## config.mk

```make
export PLATFORM = sky130hd
export DESIGN_NAME = fsx_tx
export DESIGN_NICKNAME = d
export VERILOG_FILES = /design/src/rtl/fsx_pkg.sv /design/src/rtl/fsx_regs.sv /design/src/rtl/fsx_start.sv /design/src/rtl/fsx_seq.sv /design/src/rtl/fsx_tx.sv
export SDC_FILE = /design/constraint.sdc
export NUM_CORES = 1
export LEC_CHECK = 0
export BUFFER_PORTS_ARGS = -buffer_cell sky130_fd_sc_hd__buf_2
export CAP_MARGIN = 30
export CELL_PAD_IN_SITES_DETAIL_PLACEMENT = 0
export CELL_PAD_IN_SITES_GLOBAL_PLACEMENT = 2
export CORE_UTILIZATION = 33
export CTS_CLUSTER_DIAMETER = 50
export DETAILED_ROUTE_END_ITERATION = 12
export PLACE_DENSITY_LB_ADDON = 0.08
export SKIP_LAST_GASP = 1
export SLEW_MARGIN = 20
export SYNTH_ARGS = -nofsm -noshare
export SYNTH_HDL_FRONTEND = slang
export SYNTH_SLANG_ARGS = --single-unit
```

## constraint.sdc

```tcl
create_clock -name clk -period 2.1 [get_ports clk]
set_input_delay 0.105 -clock clk [delete_from_list [all_inputs] [get_ports clk]]
set_output_delay 0.105 -clock clk [all_outputs]
set_load 0.02 [all_outputs]
```

## src/rtl/fsx_pkg.sv

```systemverilog
// fsx_pkg: shared types and register address/bit constants for the
// framed serial transmitter. Assumes a 2-bit register address space.
package fsx_pkg;

    typedef enum logic [1:0] {
        ST_OFF   = 2'd0,
        ST_WAIT  = 2'd1,
        ST_DELAY = 2'd2,
        ST_SHIFT = 2'd3
    } seq_state_t;

    typedef enum logic [1:0] {
        START_NOW  = 2'd0,
        START_RISE = 2'd1,
        START_FALL = 2'd2,
        START_ANY  = 2'd3
    } start_sel_t;

    localparam logic [1:0] ADDR_CTRL = 2'd0;
    localparam logic [1:0] ADDR_CFG  = 2'd1;
    localparam logic [1:0] ADDR_DATA = 2'd2;
    localparam logic [1:0] ADDR_SYNC = 2'd3;

    localparam int CTRL_EN_BIT  = 0;
    localparam int CTRL_DIS_BIT = 1;

endpackage

```

## src/rtl/fsx_regs.sv

```systemverilog
// fsx_regs: software-visible state of the transmitter: configuration word,
// sync word, data holding register with its full flag, the enable bit and
// the sticky underrun flag.
// Assumes: BUS_W >= CFG_W, BUS_W >= DW, BUS_W >= 2.
module fsx_regs
    import fsx_pkg::*;
#(
    parameter int DW    = 16,
    parameter int CFG_W = 21,
    parameter int BUS_W = 21
) (
    input  logic             clk,
    input  logic             rst_n,
    input  logic             wr_en,
    input  logic [1:0]       wr_addr,
    input  logic [BUS_W-1:0] wr_data,
    input  logic             stat_rd,
    input  logic             take_data,
    input  logic             underrun_evt,
    output logic [CFG_W-1:0] cfg_q,
    output logic [DW-1:0]    sync_word,
    output logic [DW-1:0]    hold_word,
    output logic             hold_full,
    output logic             enabled,
    output logic             underrun
);

    logic wr_ctrl, wr_cfg, wr_data_reg, wr_sync;

    // Decode the write strobe per register.
    always_comb begin
        wr_ctrl     = wr_en && (wr_addr == ADDR_CTRL);
        wr_cfg      = wr_en && (wr_addr == ADDR_CFG);
        wr_data_reg = wr_en && (wr_addr == ADDR_DATA);
        wr_sync     = wr_en && (wr_addr == ADDR_SYNC);
    end

    // Enable bit: disable command takes priority over enable.
    always_ff @(posedge clk) begin
        if (!rst_n) begin
            enabled <= 1'b0;
        end else if (wr_ctrl) begin
            if (wr_data[CTRL_DIS_BIT])
                enabled <= 1'b0;
            else if (wr_data[CTRL_EN_BIT])
                enabled <= 1'b1;
        end
    end

    // Configuration and sync word storage.
    always_ff @(posedge clk) begin
        if (!rst_n) begin
            cfg_q     <= '0;
            sync_word <= '0;
        end else begin
            if (wr_cfg)
                cfg_q <= wr_data[CFG_W-1:0];
            if (wr_sync)
                sync_word <= wr_data[DW-1:0];
        end
    end

    // Holding register: a write fills it, a transfer to the shifter empties it;
    // a write in the same cycle as a transfer leaves the new word pending.
    always_ff @(posedge clk) begin
        if (!rst_n) begin
            hold_word <= '0;
            hold_full <= 1'b0;
        end else if (wr_data_reg) begin
            hold_word <= wr_data[DW-1:0];
            hold_full <= 1'b1;
        end else if (take_data) begin
            hold_full <= 1'b0;
        end
    end

    // Sticky underrun flag: set by an empty data slot, cleared by status read.
    always_ff @(posedge clk) begin
        if (!rst_n)
            underrun <= 1'b0;
        else if (underrun_evt)
            underrun <= 1'b1;
        else if (stat_rd)
            underrun <= 1'b0;
    end

endmodule

```

## src/rtl/fsx_start.sv

```systemverilog
// fsx_start: frame start event detector. Samples the frame-sync input on
// every bit tick and flags the selected condition against the previous
// sample. The event is only meaningful in a cycle where bit_tick is high.
module fsx_start
    import fsx_pkg::*;
(
    input  logic       clk,
    input  logic       rst_n,
    input  logic       bit_tick,
    input  logic       fs_in,
    input  logic [1:0] sel,
    output logic       start_evt
);

    logic fs_prev;

    // Remember the frame-sync level seen at the last tick.
    always_ff @(posedge clk) begin
        if (!rst_n)
            fs_prev <= 1'b0;
        else if (bit_tick)
            fs_prev <= fs_in;
    end

    // Select the start condition.
    always_comb begin
        unique case (start_sel_t'(sel))
            START_NOW:  start_evt = 1'b1;
            START_RISE: start_evt = fs_in && !fs_prev;
            START_FALL: start_evt = !fs_in && fs_prev;
            START_ANY:  start_evt = fs_in ^ fs_prev;
            default:    start_evt = 1'b0;
        endcase
    end

endmodule

```

## src/rtl/fsx_seq.sv

```systemverilog
// fsx_seq: frame sequencer, shift register and frame-sync generator.
// Waits for a start event, counts the start delay, then shifts an optional
// sync word and the configured number of data words, one bit per tick.
// Frame format is latched at the start event; the idle level outside a
// frame follows the live configuration.
// Assumes DW <= 2**LEN_W.
module fsx_seq
    import fsx_pkg::*;
#(
    parameter int DW    = 16,
    parameter int LEN_W = 4,
    parameter int NW_W  = 4,
    parameter int FSL_W = 4,
    parameter int DLY_W = 4
) (
    input  logic             clk,
    input  logic             rst_n,
    input  logic             bit_tick,
    input  logic             enabled,
    input  logic             start_evt,
    input  logic [LEN_W-1:0] wlen_m1,
    input  logic [NW_W-1:0]  nw_m1,
    input  logic [FSL_W-1:0] fslen,
    input  logic [DLY_W-1:0] dly,
    input  logic             msbf,
    input  logic             sync_en,
    input  logic             idle_lvl,
    input  logic [DW-1:0]    sync_word,
    input  logic [DW-1:0]    hold_word,
    input  logic             hold_full,
    output logic             take_data,
    output logic             underrun_evt,
    output logic             shifting,
    output logic             td,
    output logic             fs_out
);

    seq_state_t       state;
    logic [DLY_W-1:0] dly_cnt;
    logic [LEN_W-1:0] bit_cnt;
    logic [NW_W-1:0]  word_idx;
    logic [LEN_W-1:0] a_wlen;
    logic [NW_W-1:0]  a_nw;
    logic [FSL_W-1:0] a_fsl;
    logic [FSL_W-1:0] fs_rem;
    logic             a_msbf, a_sync, a_idle;
    logic             in_sync, gap, out_bit, fs_q;
    logic [DW-1:0]    shreg;

    logic             at_start, at_bound, last_slot, end_frame;
    logic             load, load_sync, load_data;
    logic [DW-1:0]    load_word;

    // Bit that leaves first from a word in the chosen order.
    function automatic logic pick_bit(input logic [DW-1:0] w, input logic m,
                                      input logic [LEN_W-1:0] l);
        return m ? w[l] : w[0];
    endfunction

    // Move the next bit into the pick position.
    function automatic logic [DW-1:0] step_word(input logic [DW-1:0] w, input logic m);
        return m ? (w << 1) : (w >> 1);
    endfunction

    // Frame events and the word selected for the next load.
    always_comb begin
        at_start     = bit_tick && (state == ST_DELAY) && (dly_cnt == '0) && enabled;
        at_bound     = bit_tick && (state == ST_SHIFT) && (bit_cnt == '0);
        last_slot    = !in_sync && (word_idx == a_nw);
        end_frame    = at_bound && (last_slot || !enabled);
        load         = at_start || (at_bound && !end_frame);
        load_sync    = at_start && a_sync;
        load_data    = load && !load_sync;
        take_data    = load_data && hold_full;
        underrun_evt = load_data && !hold_full;
        load_word    = load_sync ? sync_word : hold_word;
    end

    // Sequencer state, start delay count and frame-format latch.
    always_ff @(posedge clk) begin
        if (!rst_n) begin
            state   <= ST_OFF;
            dly_cnt <= '0;
            a_wlen  <= '0;
            a_nw    <= '0;
            a_fsl   <= '0;
            a_msbf  <= 1'b0;
            a_sync  <= 1'b0;
            a_idle  <= 1'b0;
        end else begin
            unique case (state)
                ST_OFF, ST_WAIT: begin
                    if (!enabled) begin
                        state <= ST_OFF;
                    end else if (bit_tick && start_evt) begin
                        state   <= ST_DELAY;
                        dly_cnt <= dly;
                        a_wlen  <= wlen_m1;
                        a_nw    <= nw_m1;
                        a_fsl   <= fslen;
                        a_msbf  <= msbf;
                        a_sync  <= sync_en;
                        a_idle  <= idle_lvl;
                    end else begin
                        state <= ST_WAIT;
                    end
                end
                ST_DELAY: begin
                    if (!enabled)
                        state <= ST_OFF;
                    else if (at_start)
                        state <= ST_SHIFT;
                    else if (bit_tick)
                        dly_cnt <= dly_cnt - 1'b1;
                end
                ST_SHIFT: begin
                    if (end_frame)
                        state <= enabled ? ST_WAIT : ST_OFF;
                end
                default: state <= ST_OFF;
            endcase
        end
    end

    // Shift register, bit and word counters, empty-slot marker.
    always_ff @(posedge clk) begin
        if (!rst_n) begin
            shreg    <= '0;
            out_bit  <= 1'b0;
            bit_cnt  <= '0;
            word_idx <= '0;
            in_sync  <= 1'b0;
            gap      <= 1'b0;
        end else if (load) begin
            shreg   <= step_word(load_word, a_msbf);
            out_bit <= pick_bit(load_word, a_msbf, a_wlen);
            bit_cnt <= a_wlen;
            gap     <= load_data && !hold_full;
            in_sync <= load_sync;
            if (at_start)
                word_idx <= '0;
            else if (!in_sync)
                word_idx <= word_idx + 1'b1;
        end else if (bit_tick && (state == ST_SHIFT) && (bit_cnt != '0)) begin
            shreg   <= step_word(shreg, a_msbf);
            out_bit <= pick_bit(shreg, a_msbf, a_wlen);
            bit_cnt <= bit_cnt - 1'b1;
        end
    end

    // Frame-sync pulse: armed at the first bit, counted down on ticks.
    always_ff @(posedge clk) begin
        if (!rst_n) begin
            fs_q   <= 1'b0;
            fs_rem <= '0;
        end else if (at_start) begin
            fs_q   <= (a_fsl != '0);
            fs_rem <= a_fsl - 1'b1;
        end else if (bit_tick && fs_q) begin
            if (fs_rem == '0)
                fs_q <= 1'b0;
            else
                fs_rem <= fs_rem - 1'b1;
        end
    end

    // Output drive: data bit inside a filled slot, idle level otherwise.
    always_comb begin
        shifting = (state == ST_SHIFT) && !gap;
        if (shifting)
            td = out_bit;
        else if (state == ST_SHIFT)
            td = a_idle;
        else
            td = idle_lvl;
        fs_out = fs_q;
    end

endmodule

```

## src/rtl/fsx_tx.sv

```systemverilog
// fsx_tx: top of the framed synchronous serial transmitter. Splits the
// configuration word into fields and connects the register block, the
// start detector and the frame sequencer.
// Assumes: one bit per bit_tick pulse; configuration is changed only
// while the transmitter is disabled or between frames.
module fsx_tx
    import fsx_pkg::*;
#(
    parameter int DW     = 16,
    parameter int NW_W   = 4,
    parameter int FSL_W  = 4,
    parameter int DLY_W  = 4,
    localparam int LEN_W = $clog2(DW),
    localparam int CFG_W = LEN_W + NW_W + FSL_W + DLY_W + 5,
    localparam int BUS_W = (CFG_W > DW) ? CFG_W : DW
) (
    input  logic             clk,
    input  logic             rst_n,
    input  logic             bit_tick,
    input  logic             wr_en,
    input  logic [1:0]       wr_addr,
    input  logic [BUS_W-1:0] wr_data,
    input  logic             stat_rd,
    input  logic             fs_in,
    output logic             td,
    output logic             fs_out,
    output logic             tx_ready,
    output logic             tx_empty,
    output logic             tx_enabled,
    output logic             tx_underrun
);

    localparam int OFS_NW   = LEN_W;
    localparam int OFS_FSL  = OFS_NW + NW_W;
    localparam int OFS_DLY  = OFS_FSL + FSL_W;
    localparam int OFS_SEL  = OFS_DLY + DLY_W;
    localparam int OFS_MSBF = OFS_SEL + 2;
    localparam int OFS_SYNC = OFS_MSBF + 1;
    localparam int OFS_IDLE = OFS_SYNC + 1;

    logic [CFG_W-1:0] cfg_q;
    logic [DW-1:0]    sync_word, hold_word;
    logic             hold_full, take_data, underrun_evt, start_evt, shifting;

    fsx_regs #(.DW(DW), .CFG_W(CFG_W), .BUS_W(BUS_W)) u_regs (
        .clk          (clk),
        .rst_n        (rst_n),
        .wr_en        (wr_en),
        .wr_addr      (wr_addr),
        .wr_data      (wr_data),
        .stat_rd      (stat_rd),
        .take_data    (take_data),
        .underrun_evt (underrun_evt),
        .cfg_q        (cfg_q),
        .sync_word    (sync_word),
        .hold_word    (hold_word),
        .hold_full    (hold_full),
        .enabled      (tx_enabled),
        .underrun     (tx_underrun)
    );

    fsx_start u_start (
        .clk       (clk),
        .rst_n     (rst_n),
        .bit_tick  (bit_tick),
        .fs_in     (fs_in),
        .sel       (cfg_q[OFS_SEL +: 2]),
        .start_evt (start_evt)
    );

    fsx_seq #(
        .DW(DW), .LEN_W(LEN_W), .NW_W(NW_W), .FSL_W(FSL_W), .DLY_W(DLY_W)
    ) u_seq (
        .clk          (clk),
        .rst_n        (rst_n),
        .bit_tick     (bit_tick),
        .enabled      (tx_enabled),
        .start_evt    (start_evt),
        .wlen_m1      (cfg_q[0 +: LEN_W]),
        .nw_m1        (cfg_q[OFS_NW +: NW_W]),
        .fslen        (cfg_q[OFS_FSL +: FSL_W]),
        .dly          (cfg_q[OFS_DLY +: DLY_W]),
        .msbf         (cfg_q[OFS_MSBF]),
        .sync_en      (cfg_q[OFS_SYNC]),
        .idle_lvl     (cfg_q[OFS_IDLE]),
        .sync_word    (sync_word),
        .hold_word    (hold_word),
        .hold_full    (hold_full),
        .take_data    (take_data),
        .underrun_evt (underrun_evt),
        .shifting     (shifting),
        .td           (td),
        .fs_out       (fs_out)
    );

    // Status flags seen by software.
    always_comb begin
        tx_ready = !hold_full;
        tx_empty = !hold_full && !shifting;
    end

endmodule

```

==> reports/qor.yml <==
setup_path:
  r2r.worst_path.cells: 7
  required_ns: 2.35
  reg2reg_slack_ns: 0.01
  rr_endpoint: "u_seq.out_bit"
  worstPathArrival_ns: 2.33
  end_kind: "flip-flop"
  worstSetupStartpointType: "flip-flop"
  crit_type: "reg -> reg"
  crit_end: "u_seq.out_bit"
  crit_start: "u_seq.state[1]"
  rr_startpoint: "u_seq.state[1]"
  cp_max_fo: 6
floorplan:
  rows: 46
  core_um2: 15900
  io_pins: 35
  design.die.area_um2: 16900
  die_w_um: 130
  die_height_um: 130
  initial_utilization_pct: 33.9
global_route:
  globalRouteOverflowTotal: 0
  grt_pass1_vias: 4639
  grt_first_pass_wirelength_mm: 25.9
  grt_max_degree: 41
  antenna_found_initial: 0
  grtUsageTotal_pct: 20.5
clock_network:
  cts_tree: "built"
  clk_pin_slew_ns: 0.08
  cts_root_buffer: "clkbuf_16"
  clock_sinks: 110
  htree_num_levels: 3
  numCtsBuffers: 9
  clk_path_buf_depth: 2
  clock_latency_ns: 0.35
sta:
  timing.fmax_ghz: 0.479
  max_slew_margin_pct: 45.8
  holdWs_ns: 0.0179
  rsz0062_at_grt: "yes"
  tightest_slew_ns: 0.812
  skew_ns: 0.00767
  post-route-min-period_ns: 2.09
  finalCritPeriodShare_pct: 99.4
  worst_slack_ns: 0.0122
  drv_slew: 0
  hold_viol: 0
  setup_viol: 0
route:
  avgViaCountPerCell: 5.20
  remaining_drc_errors: 0
  wl_per_cell_um: 17.3
  ant_nets: 0
  num_vias: 4993
  wirelength_mm: 16.6
  dr.pass1.iters: 7
  drt-initial-drc-count: 469
place:
  io_buffer_count: 34
  post-place-cells: 923
  post-place-ws_ns: -0.0117
  dp_hpwl_mm: 11.6
  place.gp.congestion: 0.837
power:
  p_leak_nw: 2.33
  p_per_area_nw_per_um2: 643
  ir_drop_v: 0.000418
finish:
  instances_no_fill: 961
  final_util_pct: 41.7
  drive_above_1_share_pct: 19.6
  diodes: 0
  area_delta_synth_final_pct: 23.1
  finalNetCount: 777
yosys:
  avgSynthCellArea_um2: 7.94
  yosys_warnings: 0
  yosysUniqueCellTypes: 63
  syn_inst: 681
  synth_edf_count: 0
  yosysSeqAreaShare_pct: 40.8
  syn-num-nets: 718
  synthFlopType: "dfxtp_1"
  async_flop_share_pct: 0
  ys_seq_elements: 110
  netlist_area_um2: 5400
min_path:
  hold_path.class: "in -> reg"
run:
  maxCapViolations: 0
run_status:
  status: "complete, no violations"
## placed cells by master, fill, tap and decap left out, types with 3 or more instances in the layout
cell type and instances:
ha_1 7, nor3b_1 3, mux4_2 5, buf_4 47, nor2_1 47, o21ai_0 13, clkbuf_16 10, dlygate4sd3_1 5
dfxtp_1 109, a31oi_1 7, inv_1 10, buf_2 34, mux2i_1 32, a211oi_1 13, inv_2 3, or3_1 3
xnor2_1 6, o211ai_1 14, mux2i_4 4, nand2_1 168, xor2_1 3, a21oi_1 98, nor3_1 4, buf_12 4
nand2b_1 3, nand3_1 25, mux2i_2 4
## final cells by class
| cell class | count | area (um^2) |
|---|---|---|
| multi-input combinational | 513 | 3130 |
| timing repair buffer | 92 | 693 |
| tap | 216 | 270 |
| clock inverter | 4 | 52.6 |
| clock buffer | 12 | 256 |
| fill | 1649 | 9290 |
| inverter | 14 | 52.6 |
| sequential | 110 | 2200 |
## Yosys cell counts, types with 3 or more instances
library cell  number  area share [%]
nand2_1          168              12
dfxtp_1          110              41
a21oi_1           99             9.2
nor2_1            49             3.4
mux2i_1           40             7.4
clkbuf_1          33             2.3
nand3_1           26             2.4
a211oi_1          14             1.9
o211ai_1          14             1.9
o21ai_0           13             1.2
inv_1             12            0.83
ha_1               8             1.9
a31oi_1            7            0.81
buf_2              6            0.56
xnor2_1            6            0.97
mux4_2             5             2.1
nor3_1             4            0.37
buf_6              3            0.63
nand2b_1           3            0.35
nor3b_1            3            0.42
nor4_1             3            0.35
or3_1              3            0.35
xor2_1             3            0.49
## worst min path at each step
| stage | startpoint | to | slack, ns | cells past startpoint |
|---|---|---|---|---|
| 2_1_floorplan | wr_data[1] | u_regs.enabled | 0.20 | 1 |
| 3_3_place_gp | wr_data[19] | u_regs.cfg_q[19] | 0.35 | 3 |
| 3_5_place_dp | wr_data[19] | u_regs.cfg_q[19] | 0.35 | 3 |
| 4_1_cts | wr_data[1] | u_regs.enabled | 0.02 | 2 |
| 5_1_grt | wr_data[1] | u_regs.enabled | 0.03 | 2 |
| 6_report | wr_data[1] | u_regs.enabled | 0.02 | 2 |
## flip-flops by register name, summed over array words and instances (netlist names), 4 cells and up
register / cells
u_regs.cfg_q: 21
u_seq.a_fsl: 4
u_seq.dly_cnt: 4
u_seq.a_wlen: 4
u_regs.sync_word: 16
u_seq.fs_rem: 4
u_seq.bit_cnt: 4
u_seq.shreg: 16
u_seq.word_idx: 4
u_regs.hold_word: 16
u_seq.a_nw: 4
## kinds of logic after synthesis
kind of cell | Yosys count | synth area share (%)
flip-flops | 110 | 40.8
adder cells (fa/ha/maj) | 8 | 1.85
AND/OR/NAND/NOR | 278 | 22.5
multiplexers | 48 | 10.2
AO/OA/AOI/OAI | 169 | 18.6
XOR/XNOR | 9 | 1.46
buffers and inverters | 59 | 4.72
## where the power goes
part	total [mW]	internal (mW)	leakage, nW	switching [mW]
clock	1.81	0.998	0.153	0.809
sequential	2.16	2.12	0.890	0.0336
combinational	0.311	0.124	1.29	0.187
## critical path: stages, from the launching register on
cell     delay, ns
dfxtp_1       0.47
and4b_4       0.36
and2_4        0.19
mux4_2        0.51
nor2_2        0.13
o31ai_2       0.06
a31oi_1       0.19
nor3_1        0.06
## routing by layer
| layer | vias to the layer above | wire length [um] | share of wire, % | GRT usage, % |
|---|---|---|---|---|
| met5 | - | 0 | 0 | 0 |
| met4 | 0 | 248 | 1.5 | 7.18 |
| met3 | 15 | 577 | 3.5 | 2.34 |
| met2 | 102 | 7230 | 43 | 30.4 |
| met1 | 2378 | 8570 | 52 | 30.3 |
| li1 | 2498 | - | - | - |
## through the flow
step                setup TNS (ns)  instance area, um^2  power (mW)
CTS                       -0.00286                 6360        4.29
global route                -0.436                 6650        4.44
global placement                 0                 5980        2.48
finish                           0                 6650        4.28
floorplan                        0                 5400        2.35
detailed placement         -0.0117                 5980        2.49
## repair_timing
item                       CTS  global route
buffers inserted             2            13
setup endpoints to repair    2            34
hold endpoints to repair     5             0
pin swaps                    1             8
resized for setup            2            29
cloned                       0             2
hold buffers                 5             0
Power figures use the tool's default switching activity.
